## src/rtl/useq_pkg.sv

```systemverilog
package useq_pkg;
    typedef enum logic [1:0] {
        ST_IDLE = 2'd0,
        ST_FILL = 2'd1,
        ST_EXEC = 2'd2
    } seq_state_e;

    typedef enum logic [1:0] {
        OP_SEQ  = 2'b00,
        OP_CALL = 2'b01,
        OP_RET  = 2'b10,
        OP_HALT = 2'b11
    } op_class_e;
endpackage

```

## src/rtl/useq_lut.sv

```systemverilog
module useq_lut #(
    parameter int PC_W         = 11,
    parameter int CMD_W        = 3,
    parameter int IDX_W        = 4,
    parameter int ENTRY_STRIDE = 64,
    parameter int SUB_BASE     = 1024,
    parameter int SUB_STRIDE   = 32
) (
    input  logic [CMD_W-1:0] cmd_i,
    input  logic [IDX_W-1:0] idx_i,
    output logic             entry_rom_o,
    output logic [PC_W-1:0]  entry_pc_o,
    output logic [PC_W-1:0]  sub_pc_o
);
    localparam logic [PC_W-1:0] EStride = PC_W'(ENTRY_STRIDE);
    localparam logic [PC_W-1:0] SBase   = PC_W'(SUB_BASE);
    localparam logic [PC_W-1:0] SStride = PC_W'(SUB_STRIDE);

    always_comb begin
        entry_rom_o = cmd_i[CMD_W-1];
        entry_pc_o  = PC_W'(cmd_i[CMD_W-2:0]) * EStride;
        sub_pc_o    = SBase + PC_W'(idx_i) * SStride;
    end
endmodule

```

## src/rtl/useq_rom_port.sv

```systemverilog
module useq_rom_port #(
    parameter int PC_W = 11
) (
    input  logic            clk,
    input  logic            rst_n,
    input  logic            active_i,
    input  logic [PC_W-1:0] pc_i,
    output logic [PC_W-1:0] addr_o,
    output logic            en_o
);
    logic [PC_W-1:0] hold_q;

    always_ff @(posedge clk) begin
        if (!rst_n)
            hold_q <= '0;
        else if (active_i)
            hold_q <= pc_i;
    end

    always_comb begin
        addr_o = active_i ? pc_i : hold_q;
        en_o   = active_i;
    end
endmodule

```

## src/rtl/useq_decode.sv

```systemverilog
module useq_decode
    import useq_pkg::*;
#(
    parameter int OPA_W = 16,
    parameter int OPB_W = 12,
    parameter int IDX_W = 4,
    parameter int OUT_W = 16
) (
    input  logic             sel_i,
    input  logic [OPA_W-1:0] a_i,
    input  logic [OPB_W-1:0] b_i,
    output op_class_e        op_o,
    output logic [IDX_W-1:0] idx_o,
    output logic [OUT_W-1:0] word_o
);
    always_comb begin
        if (sel_i) begin
            word_o = OUT_W'(b_i);
            op_o   = op_class_e'(b_i[OPB_W-1 -: 2]);
        end else begin
            word_o = OUT_W'(a_i);
            op_o   = op_class_e'(a_i[OPA_W-1 -: 2]);
        end
        idx_o = word_o[IDX_W-1:0];
    end
endmodule

```

## src/rtl/useq_core.sv

```systemverilog
module useq_core
    import useq_pkg::*;
#(
    parameter int PC_W         = 11,
    parameter int CMD_W        = 3,
    parameter int IDX_W        = 4,
    parameter int OPA_W        = 16,
    parameter int OPB_W        = 12,
    parameter int ENTRY_STRIDE = 64,
    parameter int SUB_BASE     = 1024,
    parameter int SUB_STRIDE   = 32
) (
    input  logic                 clk,
    input  logic                 rst_n,
    input  logic                 start_i,
    input  logic [CMD_W-1:0]     cmd_i,
    output logic [PC_W-1:0]      rom_a_addr_o,
    output logic                 rom_a_en_o,
    input  logic [OPA_W-1:0]     rom_a_data_i,
    output logic [PC_W-1:0]      rom_b_addr_o,
    output logic                 rom_b_en_o,
    input  logic [OPB_W-1:0]     rom_b_data_i,
    output logic [PC_W-1:0]      pc_o,
    output logic                 rom_sel_o,
    output logic                 busy_o,
    output logic                 done_o,
    output logic                 nest_err_o,
    output logic                 instr_valid_o,
    output logic [((OPA_W > OPB_W) ? OPA_W : OPB_W)-1:0] instr_o
);
    localparam int OUT_W   = (OPA_W > OPB_W) ? OPA_W : OPB_W;
    localparam int N_ROM   = 2;
    localparam logic [PC_W-1:0] PcOne = PC_W'(1);

    seq_state_e      state_q, state_d;
    logic [PC_W-1:0] pc_q, pc_d;
    logic [PC_W-1:0] ret_q, ret_d;
    logic            held_q, held_d;
    logic            sel_q, sel_d;
    logic            done_q, done_d;
    logic            err_q, err_d;

    logic            entry_rom;
    logic [PC_W-1:0] entry_pc;
    logic [PC_W-1:0] sub_pc;
    op_class_e       op;
    logic [IDX_W-1:0] idx;
    logic [OUT_W-1:0] word;
    logic            running;

    useq_lut #(
        .PC_W(PC_W), .CMD_W(CMD_W), .IDX_W(IDX_W),
        .ENTRY_STRIDE(ENTRY_STRIDE), .SUB_BASE(SUB_BASE), .SUB_STRIDE(SUB_STRIDE)
    ) u_lut (
        .cmd_i(cmd_i), .idx_i(idx),
        .entry_rom_o(entry_rom), .entry_pc_o(entry_pc), .sub_pc_o(sub_pc)
    );

    useq_decode #(
        .OPA_W(OPA_W), .OPB_W(OPB_W), .IDX_W(IDX_W), .OUT_W(OUT_W)
    ) u_dec (
        .sel_i(sel_q), .a_i(rom_a_data_i), .b_i(rom_b_data_i),
        .op_o(op), .idx_o(idx), .word_o(word)
    );

    assign running = (state_q != ST_IDLE);

    logic [PC_W-1:0] port_addr [N_ROM];
    logic            port_en   [N_ROM];

    for (genvar g = 0; g < N_ROM; g++) begin : g_port
        useq_rom_port #(.PC_W(PC_W)) u_port (
            .clk(clk), .rst_n(rst_n),
            .active_i(running && (sel_q == 1'(g))),
            .pc_i(pc_q),
            .addr_o(port_addr[g]), .en_o(port_en[g])
        );
    end

    // next-state and register-next logic
    always_comb begin
        state_d = state_q;
        pc_d    = pc_q;
        ret_d   = ret_q;
        held_d  = held_q;
        sel_d   = sel_q;
        done_d  = 1'b0;
        err_d   = 1'b0;
        unique case (state_q)
            ST_IDLE: begin
                if (start_i) begin
                    state_d = ST_FILL;
                    pc_d    = entry_pc;
                    sel_d   = entry_rom;
                end
            end
            ST_FILL: begin
                pc_d    = pc_q + PcOne;
                state_d = ST_EXEC;
            end
            ST_EXEC: begin
                unique case (op)
                    OP_SEQ: pc_d = pc_q + PcOne;
                    OP_CALL: begin
                        if (held_q) begin
                            err_d = 1'b1;
                            pc_d  = pc_q + PcOne;
                        end else begin
                            ret_d   = pc_q;
                            held_d  = 1'b1;
                            pc_d    = sub_pc;
                            state_d = ST_FILL;
                        end
                    end
                    OP_RET: begin
                        if (held_q) begin
                            pc_d    = ret_q;
                            held_d  = 1'b0;
                            state_d = ST_FILL;
                        end else begin
                            pc_d = pc_q + PcOne;
                        end
                    end
                    OP_HALT: begin
                        state_d = ST_IDLE;
                        held_d  = 1'b0;
                        done_d  = 1'b1;
                    end
                    default: state_d = ST_IDLE;
                endcase
            end
            default: state_d = ST_IDLE;
        endcase
    end

    // state register
    always_ff @(posedge clk) begin
        if (!rst_n) begin
            state_q <= ST_IDLE;
            pc_q    <= '0;
            ret_q   <= '0;
            held_q  <= 1'b0;
            sel_q   <= 1'b0;
            done_q  <= 1'b0;
            err_q   <= 1'b0;
        end else begin
            state_q <= state_d;
            pc_q    <= pc_d;
            ret_q   <= ret_d;
            held_q  <= held_d;
            sel_q   <= sel_d;
            done_q  <= done_d;
            err_q   <= err_d;
        end
    end

    // outputs
    always_comb begin
        pc_o          = pc_q;
        rom_sel_o     = sel_q;
        busy_o        = running;
        done_o        = done_q;
        nest_err_o    = err_q;
        instr_valid_o = (state_q == ST_EXEC);
        instr_o       = word;
        rom_a_addr_o  = port_addr[0];
        rom_a_en_o    = port_en[0];
        rom_b_addr_o  = port_addr[1];
        rom_b_en_o    = port_en[1];
    end
endmodule

```

## config.mk

```make
export PLATFORM = sky130hd
export DESIGN_NAME = useq_core
export DESIGN_NICKNAME = d
export VERILOG_FILES = /design/src/rtl/useq_pkg.sv /design/src/rtl/useq_lut.sv /design/src/rtl/useq_rom_port.sv /design/src/rtl/useq_decode.sv /design/src/rtl/useq_core.sv
export SDC_FILE = /design/constraint.sdc
export NUM_CORES = 1
export LEC_CHECK = 0
export BUFFER_PORTS_ARGS = -buffer_cell sky130_fd_sc_hd__buf_2
export CAP_MARGIN = 20
export CORE_ASPECT_RATIO = 0.75
export CORE_MARGIN = 5
export CORE_UTILIZATION = 45
export CTS_CLUSTER_DIAMETER = 80
export CTS_CLUSTER_SIZE = 40
export DETAILED_ROUTE_END_ITERATION = 6
export PLACE_DENSITY_LB_ADDON = 0.2
export SLEW_MARGIN = 20
export SYNTH_ARGS = -nofsm -noshare
export SYNTH_HDL_FRONTEND = slang
export SYNTH_HIERARCHICAL = 1
export SYNTH_SLANG_ARGS = --single-unit
```

## constraint.sdc

```tcl
create_clock -name clk -period 2.1 [get_ports clk]
set_input_delay 0.105 -clock clk [delete_from_list [all_inputs] [get_ports clk]]
set_output_delay 0.105 -clock clk [all_outputs]
set_load 0.01 [all_outputs]
```

==> After elaboration in Yosys (flattened, before gate mapping) <==
Index checks and enable logic that the tools add are counted.
{ "totals": {"elab_cells": 55, "regBits": 50, "in_bits": 34, "output_inout_bits": 56} }
{ "op_classes": {"muxes": 17, "n_eq_ne": 10, "addsub": 2, "reduce_logical": 15, "n_bitwise": 2} }
{ "op_table": {"columns": ["cell", "count"], "rows": [
  ["11-bit one-hot mux with 3 select lines", 2],
  ["11-bit two-way mux", 5],
  ["16-bit two-way mux", 1],
  ["2-bit one-hot mux with 3 select lines", 2],
  ["11-bit by 1-bit adder with 11-bit output (second input constant)", 1],
  ["11-bit by 9-bit adder with 11-bit output (first input constant)", 1],
  ["3-bit AND reduction", 3],
  ["2-bit two-way mux", 4],
  ["4-bit by 1-bit != test with 1-bit output (second input constant)", 2],
  ["2-bit equality test (second input constant)", 3],
  ["3-bit != test (second input constant)", 2],
  ["2-bit AND reduction", 3],
  ["2-bit by 1-bit equality test with 1-bit output (second input constant)", 2],
  ["2-bit logical NOT", 2],
  ["4-bit AND reduction", 1],
  ["2-bit nonzero test", 2],
  ["3-bit nonzero test", 1],
  ["1-bit logical AND", 2],
  ["1-bit two-way mux", 2],
  ["2-bit != test (second input constant)", 1],
  ["1-bit NOT", 2],
  ["1-bit one-hot mux with 2 select lines", 1],
  ["2-bit OR reduction", 1]
]} }

==> Depth between registers and ports, before layout <==
Gate-level depths: netlist (run 1).
{ "logic_depth": {"depth_word": 5, "depth_mapped": 11, "mapped_depth_nobuf": 8} }

==> By module <==
Netlist (run 1), hierarchy kept.
{ "modules_own_cells": {"columns": ["mod", "seq_area_each_um2", "cells_per_inst", "n_inst", "area_each_um2"], "rows": [
  ["useq_core", 560.5, 253, 1, 1975.6],
  ["useq_rom_port", 220.2, 36, 2, 475.5],
  ["useq_decode", 0.0, 24, 1, 276.5],
  ["useq_lut", 0.0, 25, 1, 180.2]
]} }

==> Worst setup path before layout (run 1) <==
No wires, ideal clock.
{ "synth_path": {"path_type": "flip-flop to flip-flop", "startpoint": "register sel_q (netlist: rom_sel_o)", "endpoint": "register pc_q[3] (netlist: pc_o[3])", "setup_ps": 58, "n_path_buf": 2, "setup_slack_ps": -298, "stages_incl_launch_ff": 11, "arrival_time_ps": 2341, "required_ps": 2042, "cell_sequence": "dfxtp_1 buf_6 buf_12 mux2_4 inv_1 ha_1 nor2_1 a211o_1 or3_1 a211oi_2 o21a_1"} }
{ "synth_via": {"elab_chain_cells": 4} }
{ "synth_rtl": {"columns": ["element", "line", "text"], "rows": [
  ["start, declared", "useq_core.sv:39", "logic sel_q, sel_d;"],
  ["start signal, assigned", "useq_core.sv:151", "sel_q <= sel_d;"],
  ["2-bit two-way mux *", "useq_decode.sv:17", "if (sel_i) begin"],
  ["named net op[0]", "useq_core.sv:46", "op_class_e op;"],
  ["2-bit equality test (tied with other cells)", "useq_core.sv:102", "unique case (op)"],
  ["11-bit one-hot mux with 3 select lines / 4-bit by 1-bit != test with 1-bit output (equally long branches)", null, null],
  ["11-bit one-hot mux with 3 select lines / 3-bit AND reduction (equally long branches)", null, null],
  ["end signal, assigned", "useq_core.sv:148", "pc_q <= pc_d;"],
  ["end, declared", "useq_core.sv:36", "logic [PC_W-1:0] pc_q, pc_d;"]
]} }
The timed path passes the listed nets; every way through them passes the cells marked *.
A chain may end at the register's enable or synchronous reset.

==> Worst setup path after layout (run 1) <==
Ends and elaborated chain as after synthesis.

==> results of run 1 <==
power groups by stage:
stage               logic, mW  registers (mW)  clock network, mW
global route             2.42            1.25              0.627
global placement         2.09            1.24                  0
CTS                      2.17            1.23              0.582
detailed placement       2.11            1.25                  0
finish                   2.22            1.23              0.562
floorplan                1.40            1.31                  0
worst min-delay path, stage by stage:
cell and delay, ns:
buf_2 0.10, nand3_1 0.05, a21oi_1 0.06
Yosys cell counts, types with 3 or more instances:
cell type	number	area (um2)
xor2_1	4	35.0
a21oi_1	20	100
nor4_1	5	31.3
buf_6	5	56.3
dfxtp_1	50	1000
buf_4	30	225
xnor2_1	3	26.3
and2_1	21	131
o21ai_0	11	55.1
nor3_1	7	35.0
and2b_2	5	43.8
o221a_2	4	45.0
nor2_1	19	71.3
mux2_4	26	390
nand2_1	33	124
mux2_2	10	113
nand4_1	3	18.8
buf_2	6	30.0
nand3_1	21	105
inv_1	13	48.8
ha_1	11	138
o221ai_1	3	26.3
a32oi_1	8	70.1
clkbuf_1	6	22.5
flip-flops by register name, summed over array words and instances (netlist names):
signal / cells
rom_sel_o: 1
ret_q: 11
g_port.u_port/hold_q: 22
pc_o: 11
held_q: 1
done_o: 1
state_q: 2
nest_err_o: 1
cell type report:
| class | instances | area [um2] | share of cell area |
|---|---|---|---|
| clock buffer | 5 | 68.8 | 0.0166 |
| clock inverter | 2 | 13.8 | 0.00332 |
| inverter | 13 | 53.8 | 0.0130 |
| multi-input combinational | 273 | 2130 | 0.515 |
| sequential | 50 | 1010 | 0.243 |
| tap | 101 | 126 | 0.0305 |
| timing repair buffer | 126 | 742 | 0.179 |
metal layers:
metal	wire [um]	vias up	track usage
met1	4210	1390	0.289
li1	-	1462	-
met4	116	0	0.0515
met5	0	-	0
met3	635	12	0.0502
met2	4300	88	0.314
cells by family after synthesis:
group | Yosys count | synth area share
and+or+nand+nor | 133 | 0.214
AOI/OAI and AO/OA | 67 | 0.143
buffers and inverters | 66 | 0.132
DFF | 50 | 0.296
muxes | 38 | 0.155
adders and majority gates | 11 | 0.0407
xor gates and xnor gates | 7 | 0.0181
other | 2 | 0.00222
worst min path at each step:
stage              from         to  slack, ns  cells past startpoint
2_1_floorplan     rst_n    pc_o[3]       0.22                      1
3_3_place_gp   cmd_i[2]  rom_sel_o       0.38                      3
3_5_place_dp   cmd_i[2]  rom_sel_o       0.36                      3
4_1_cts        cmd_i[2]  rom_sel_o       0.03                      3
5_1_grt        cmd_i[2]  rom_sel_o       0.06                      3
6_report       cmd_i[2]  rom_sel_o       0.04                      3
what timing repair did:
| item | CTS | global route |
|---|---|---|
| endpoints found under the setup margin | 12 | 33 |
| gates cloned | 1 | 0 |
| gates resized for setup | 7 | 15 |
| pin swaps | 3 | 6 |
| buffers inserted | 2 | 2 |
through the flow:
step	cell area, um2	utilization	hold WS, ns
floorplan	3540	-	0.222
finish	4150	0.565	0.0404
CTS	4060	0.554	0.0334
detailed placement	3930	0.537	0.361
global route	4150	0.565	0.0641
global placement	3930	0.537	0.381
==> results.py, run 1 <==
metrics = {
    "timing": {
        "fin_skew_ns": 0.00587,
        "hold_viol": 0,
        "fin_crit_sh": 0.980,
        "setup_viol": 0,
        "min_period_ns": 2.06,
        "rsz0062_at_grt": "true",
        "tightest_slew_ns": 0.723,
        "tns_ns": 0,
        "slew_violations": 0,
        "fmax_ghz": 0.486,
        "slew_headroom": 0.518,
        "worst_slack_ns": 0.0426,
    },
    "detailed_routing": {
        "vias": 2952,
        "viasPerCell": 5.18,
        "firstDrtPassIters": 4,
        "route.antenna.remaining_nets": 0,
        "avgRoutedWirePerCell_um": 16.3,
        "drc_errors": 0,
        "finalWirelength_um": 9270,
        "drt-initial-drc-count": 163,
    },
    "hold_path": {
        "hp-class": "in2reg",
    },
    "cts": {
        "cts_tree": "built",
        "numCtsBuffers": 5,
        "clock_path_buffers": 2,
        "clkSlewWorstSetupHoldPaths_ns": 0.09,
        "htree_levels": 2,
        "root_buffer": "clkbuf_8",
        "cts_hold_buf": 0,
        "clock_latency_ns": 0.31,
        "clock_sinks": 50,
    },
    "place": {
        "dp_hpwl_um": 6980,
        "globalplace.congestion": 0.925,
        "io_buffers": 89,
        "dp.cells": 558,
        "pre_cts_ws_ns": -0.00773,
    },
    "worst_setup_path": {
        "crit_end": "pc_o[3]",
        "cp_top_family": "compound AO/OA/AOI/OAI gates",
        "worst-r2r-setup-slack_ns": 0.04,
        "r2r-end": "pc_o[3]",
        "worstPathCellList": "mux2_4, inv_4, ha_4, nor2_4, a211o_1, or3_4, a211oi_2, o21a_1",
        "cp.depth": 8,
        "worstSetupStartpoint": "rom_sel_o",
        "cp.arrival_ns": 2.31,
        "end_kind": "flip-flop",
        "critPathBufInv": 1,
        "reg2reg_from": "rom_sel_o",
        "start_kind": "flip-flop",
        "max_stage_delay_ns": 0.38,
        "critPathMaxFanout": 5,
        "reg2reg_depth": 8,
        "crit_slowest_cell": "dfxtp_4",
        "required_ns": 2.35,
        "crit_type": "reg2reg",
    },
    "synthesis": {
        "postSynthAreaPerCell_um2": 9.05,
        "ys.flop_type": "dfxtp_1",
        "ys_seq_area_frac": 0.296,
        "synthDistinctLibCells": 57,
        "syn_area_um2": 3380,
        "syn_inst": 374,
        "synthArstFlopShare": 0,
        "ys_ff_latch": 50,
        "yosys_warnings": 6,
        "synth_edf_count": 0,
    },
    "pwr": {
        "power.total_mw": 4.01,
        "switchingPower_mw": 1.65,
        "comb_power_share": 0.554,
        "clkPwrFrac": 0.140,
        "leakage_nw": 1.82,
        "powerDensity_nw_per_um2": 968,
        "p_int_mw": 2.36,
        "seqPwrFrac": 0.306,
        "vdd_drop_max_uv": 658,
        "p_sw_frac": 0.412,
    },
    "finish": {
        "fill_cells": 707,
        "final_common_cell": "buf_2",
        "nets": 514,
        "drive_gt1_frac": 0.454,
        "antenna_cells": 0,
        "final_cell_mix": "89 x buf_2, 47 x dfxtp_1, 32 x nand2_1, 32 x buf_4, 27 x mux2_4",
        "instances_no_fill": 570,
        "area_growth_pct": 22.5,
    },
    "run_status": {
        "status": "completed",
    },
    "grt": {
        "grt_pass1_wl_um": 15200,
        "grt_max_degree": 23,
        "grt_usage": 0.205,
        "grt_pass1_vias": 2972,
        "grt_overflow": 0,
        "antenna_found_initial": 0,
    },
    "floorplanning": {
        "die_x_um": 110,
        "fp-row-count": 27,
        "chipHeight_um": 85.1,
        "core_um2": 7330,
        "pin_count": 90,
        "start_util": 0.462,
        "dieArea_um2": 9370,
    },
    "job": {
        "max-cap-violations": 0,
    },
}
Note: power is estimated with default switching activity, not from simulation.
==> inputs of run 2 (changes only) <==
==> constraint.sdc (replaced) <==
create_clock -name clk -period 2.1 [get_ports clk]
set_input_delay 0.42 -clock clk [delete_from_list [all_inputs] [get_ports clk]]
set_output_delay 0.42 -clock clk [all_outputs]
set_load 0.01 [all_outputs]
==> run 2 against run 1 <==
The run now ends with negative setup slack left. Flip-flop and latch count unchanged. Power rose by 10%. Global-route usage increased by 0.32 points.
==> results.py, run 2 (same netlist as run 1, synthesis figures left out) <==
metrics = {
    "finish": {
        "instances_no_fill": 581,
        "final_cell_mix": "67 x buf_2, 47 x dfxtp_1, 41 x buf_4, 32 x nand2_1, 29 x mux2_4",
        "top_register": "g_port.u_port/hold_q",
        "nets": 524,
        "area_growth_pct": 31.3,
        "largest_reg_flops": 22,
        "design_area_um2": 4440,
        "final_common_cell": "buf_2",
        "antenna_cells": 0,
        "drive_gt1_frac": 0.469,
        "fill_cells": 661,
    },
    "floorplanning": {
        "chipHeight_um": 85.1,
        "core_um2": 7330,
        "die_x_um": 110,
        "pin_count": 90,
        "dieArea_um2": 9370,
        "start_util": 0.462,
        "fp-row-count": 27,
    },
    "cts": {
        "clock_sinks": 50,
        "clock_latency_ns": 0.32,
        "clkSlewWorstSetupHoldPaths_ns": 0.09,
        "root_buffer": "clkbuf_8",
        "clock_path_buffers": 2,
        "htree_levels": 2,
        "cts_tree": "built",
        "numCtsBuffers": 5,
    },
    "place": {
        "io_buffers": 89,
        "globalplace.congestion": 0.920,
        "dp.cells": 563,
        "placed_area_um2": 4010,
        "pre_cts_ws_ns": -0.0841,
        "dp_hpwl_um": 6960,
    },
    "hold_path": {
        "hold_path_depth": 3,
        "min_from": "cmd_i[2]",
        "hold_end": "rom_sel_o",
        "hp-class": "in2reg",
    },
    "grt": {
        "antenna_found_initial": 0,
        "grt_pass1_vias": 3025,
        "grt_overflow": 0,
        "grt_pass1_wl_um": 15300,
        "grt_max_degree": 24,
        "grt_usage": 0.208,
    },
    "timing": {
        "setup_viol": 19,
        "rsz0062_at_grt": "true",
        "fmax_ghz": 0.456,
        "fin_crit_sh": 1.04,
        "hold_viol": 0,
        "fin_skew_ns": 0.00742,
        "hold-worst-slack_ns": 0.343,
        "min_period_ns": 2.19,
        "slew_violations": 0,
        "worst_slack_ns": -0.0912,
    },
    "detailed_routing": {
        "route.antenna.remaining_nets": 0,
        "finalWirelength_um": 9560,
        "drc_errors": 0,
        "viasPerCell": 5.26,
        "firstDrtPassIters": 4,
        "drt-initial-drc-count": 172,
        "vias": 3057,
        "avgRoutedWirePerCell_um": 16.4,
    },
    "worst_setup_path": {
        "start_kind": "flip-flop",
        "r2r-end": "pc_o[3]",
        "crit_type": "reg2out",
        "required_ns": 1.68,
        "end_kind": "primary output",
        "reg2reg_from": "rom_sel_o",
        "reg2reg_depth": 8,
        "critPathMaxFanout": 6,
        "cp.arrival_ns": 1.77,
        "worst-r2r-setup-slack_ns": 0,
    },
    "pwr": {
        "vdd_drop_max_uv": 690,
        "power.total_mw": 4.42,
        "powerDensity_nw_per_um2": 995,
        "leakage_nw": 1.92,
    },
    "job": {
        "max-cap-violations": 0,
    },
    "run_status": {
        "status": "finished with violations",
        "violations": "negative setup slack",
    },
}
[run 2: changes by cell type in the layout (fill, tap and decap cells not counted), sizes merged]
cell	delta
clkinvlp	-1
bufinv	+1
buf	+11
clkbuf	+1
and2b	-1
[run 2: area by class of cell]
cell class                      instances  area [um2]  share of cell area
Inverter                               13        56.3              0.0127
Multi-Input combinational cell        272        2130               0.481
Sequential cell                        50        1010               0.227
Tap cell                              101         126              0.0285
Clock inverter                          2        36.3             0.00817
Clock buffer                            6        72.6              0.0163
Timing Repair Buffer                  137        1010               0.227
[run 2: repair_timing]
action | 4_1_cts | 5_1_grt
setup endpoints to repair | 22 | 32
resized for setup | 41 | 10
gates cloned | 2 | 0
pin swaps | 2 | 6
buffers inserted | 9 | 1
hold buffers | 0 | 0
[run 2: worst max path at each step]
stage / cells past startpoint / start / slack, ns / endpoint
3_3_place_gp: 9 / rom_b_data_i[11] / -0.06 / pc_o[1]
5_1_grt: 6 / state_q[1] / -0.13 / rom_b_addr_o[9]
4_1_cts: 8 / state_q[1] / -0.08 / rom_a_addr_o[9]
2_1_floorplan: 10 / rom_sel_o / -0.06 / pc_o[3]
3_5_place_dp: 9 / rom_b_data_i[11] / -0.08 / pc_o[1]
6_report: 6 / state_q[1] / -0.09 / rom_b_addr_o[9]
[run 2: worst max-delay path: stages, from the launching register on]
cell and delay (ns):
dfxtp_2 0.36, inv_2 0.05, ha_4 0.15, and2b_4 0.31, buf_12 0.14, mux2_4 0.31
buf_6 0.12
[run 2: power by group]
part	internal [mW]	switching, mW	leakage [nW]
Sequential	1.09	0.131	0.408
Clock	0.357	0.338	0.0557
Combinational	1.25	1.25	1.46
[run 2: per-layer routing]
layer | global-route usage | vias to the layer above | part of all wire
met3 | 0.0319 | 9 | 0.061
met4 | 0.0436 | 0 | 0.0089
met5 | 0 | - | 0
li1 | - | 1490 | -
met2 | 0.329 | 83 | 0.48
met1 | 0.300 | 1475 | 0.45
[run 2: metrics by stage]
stage          setup TNS, ns  utilization
3_5_place_dp          -0.486        0.547
6_report              -0.917        0.606
3_3_place_gp          -0.230        0.547
2_1_floorplan         -0.181            -
5_1_grt                -2.20        0.606
4_1_cts                -1.53        0.605
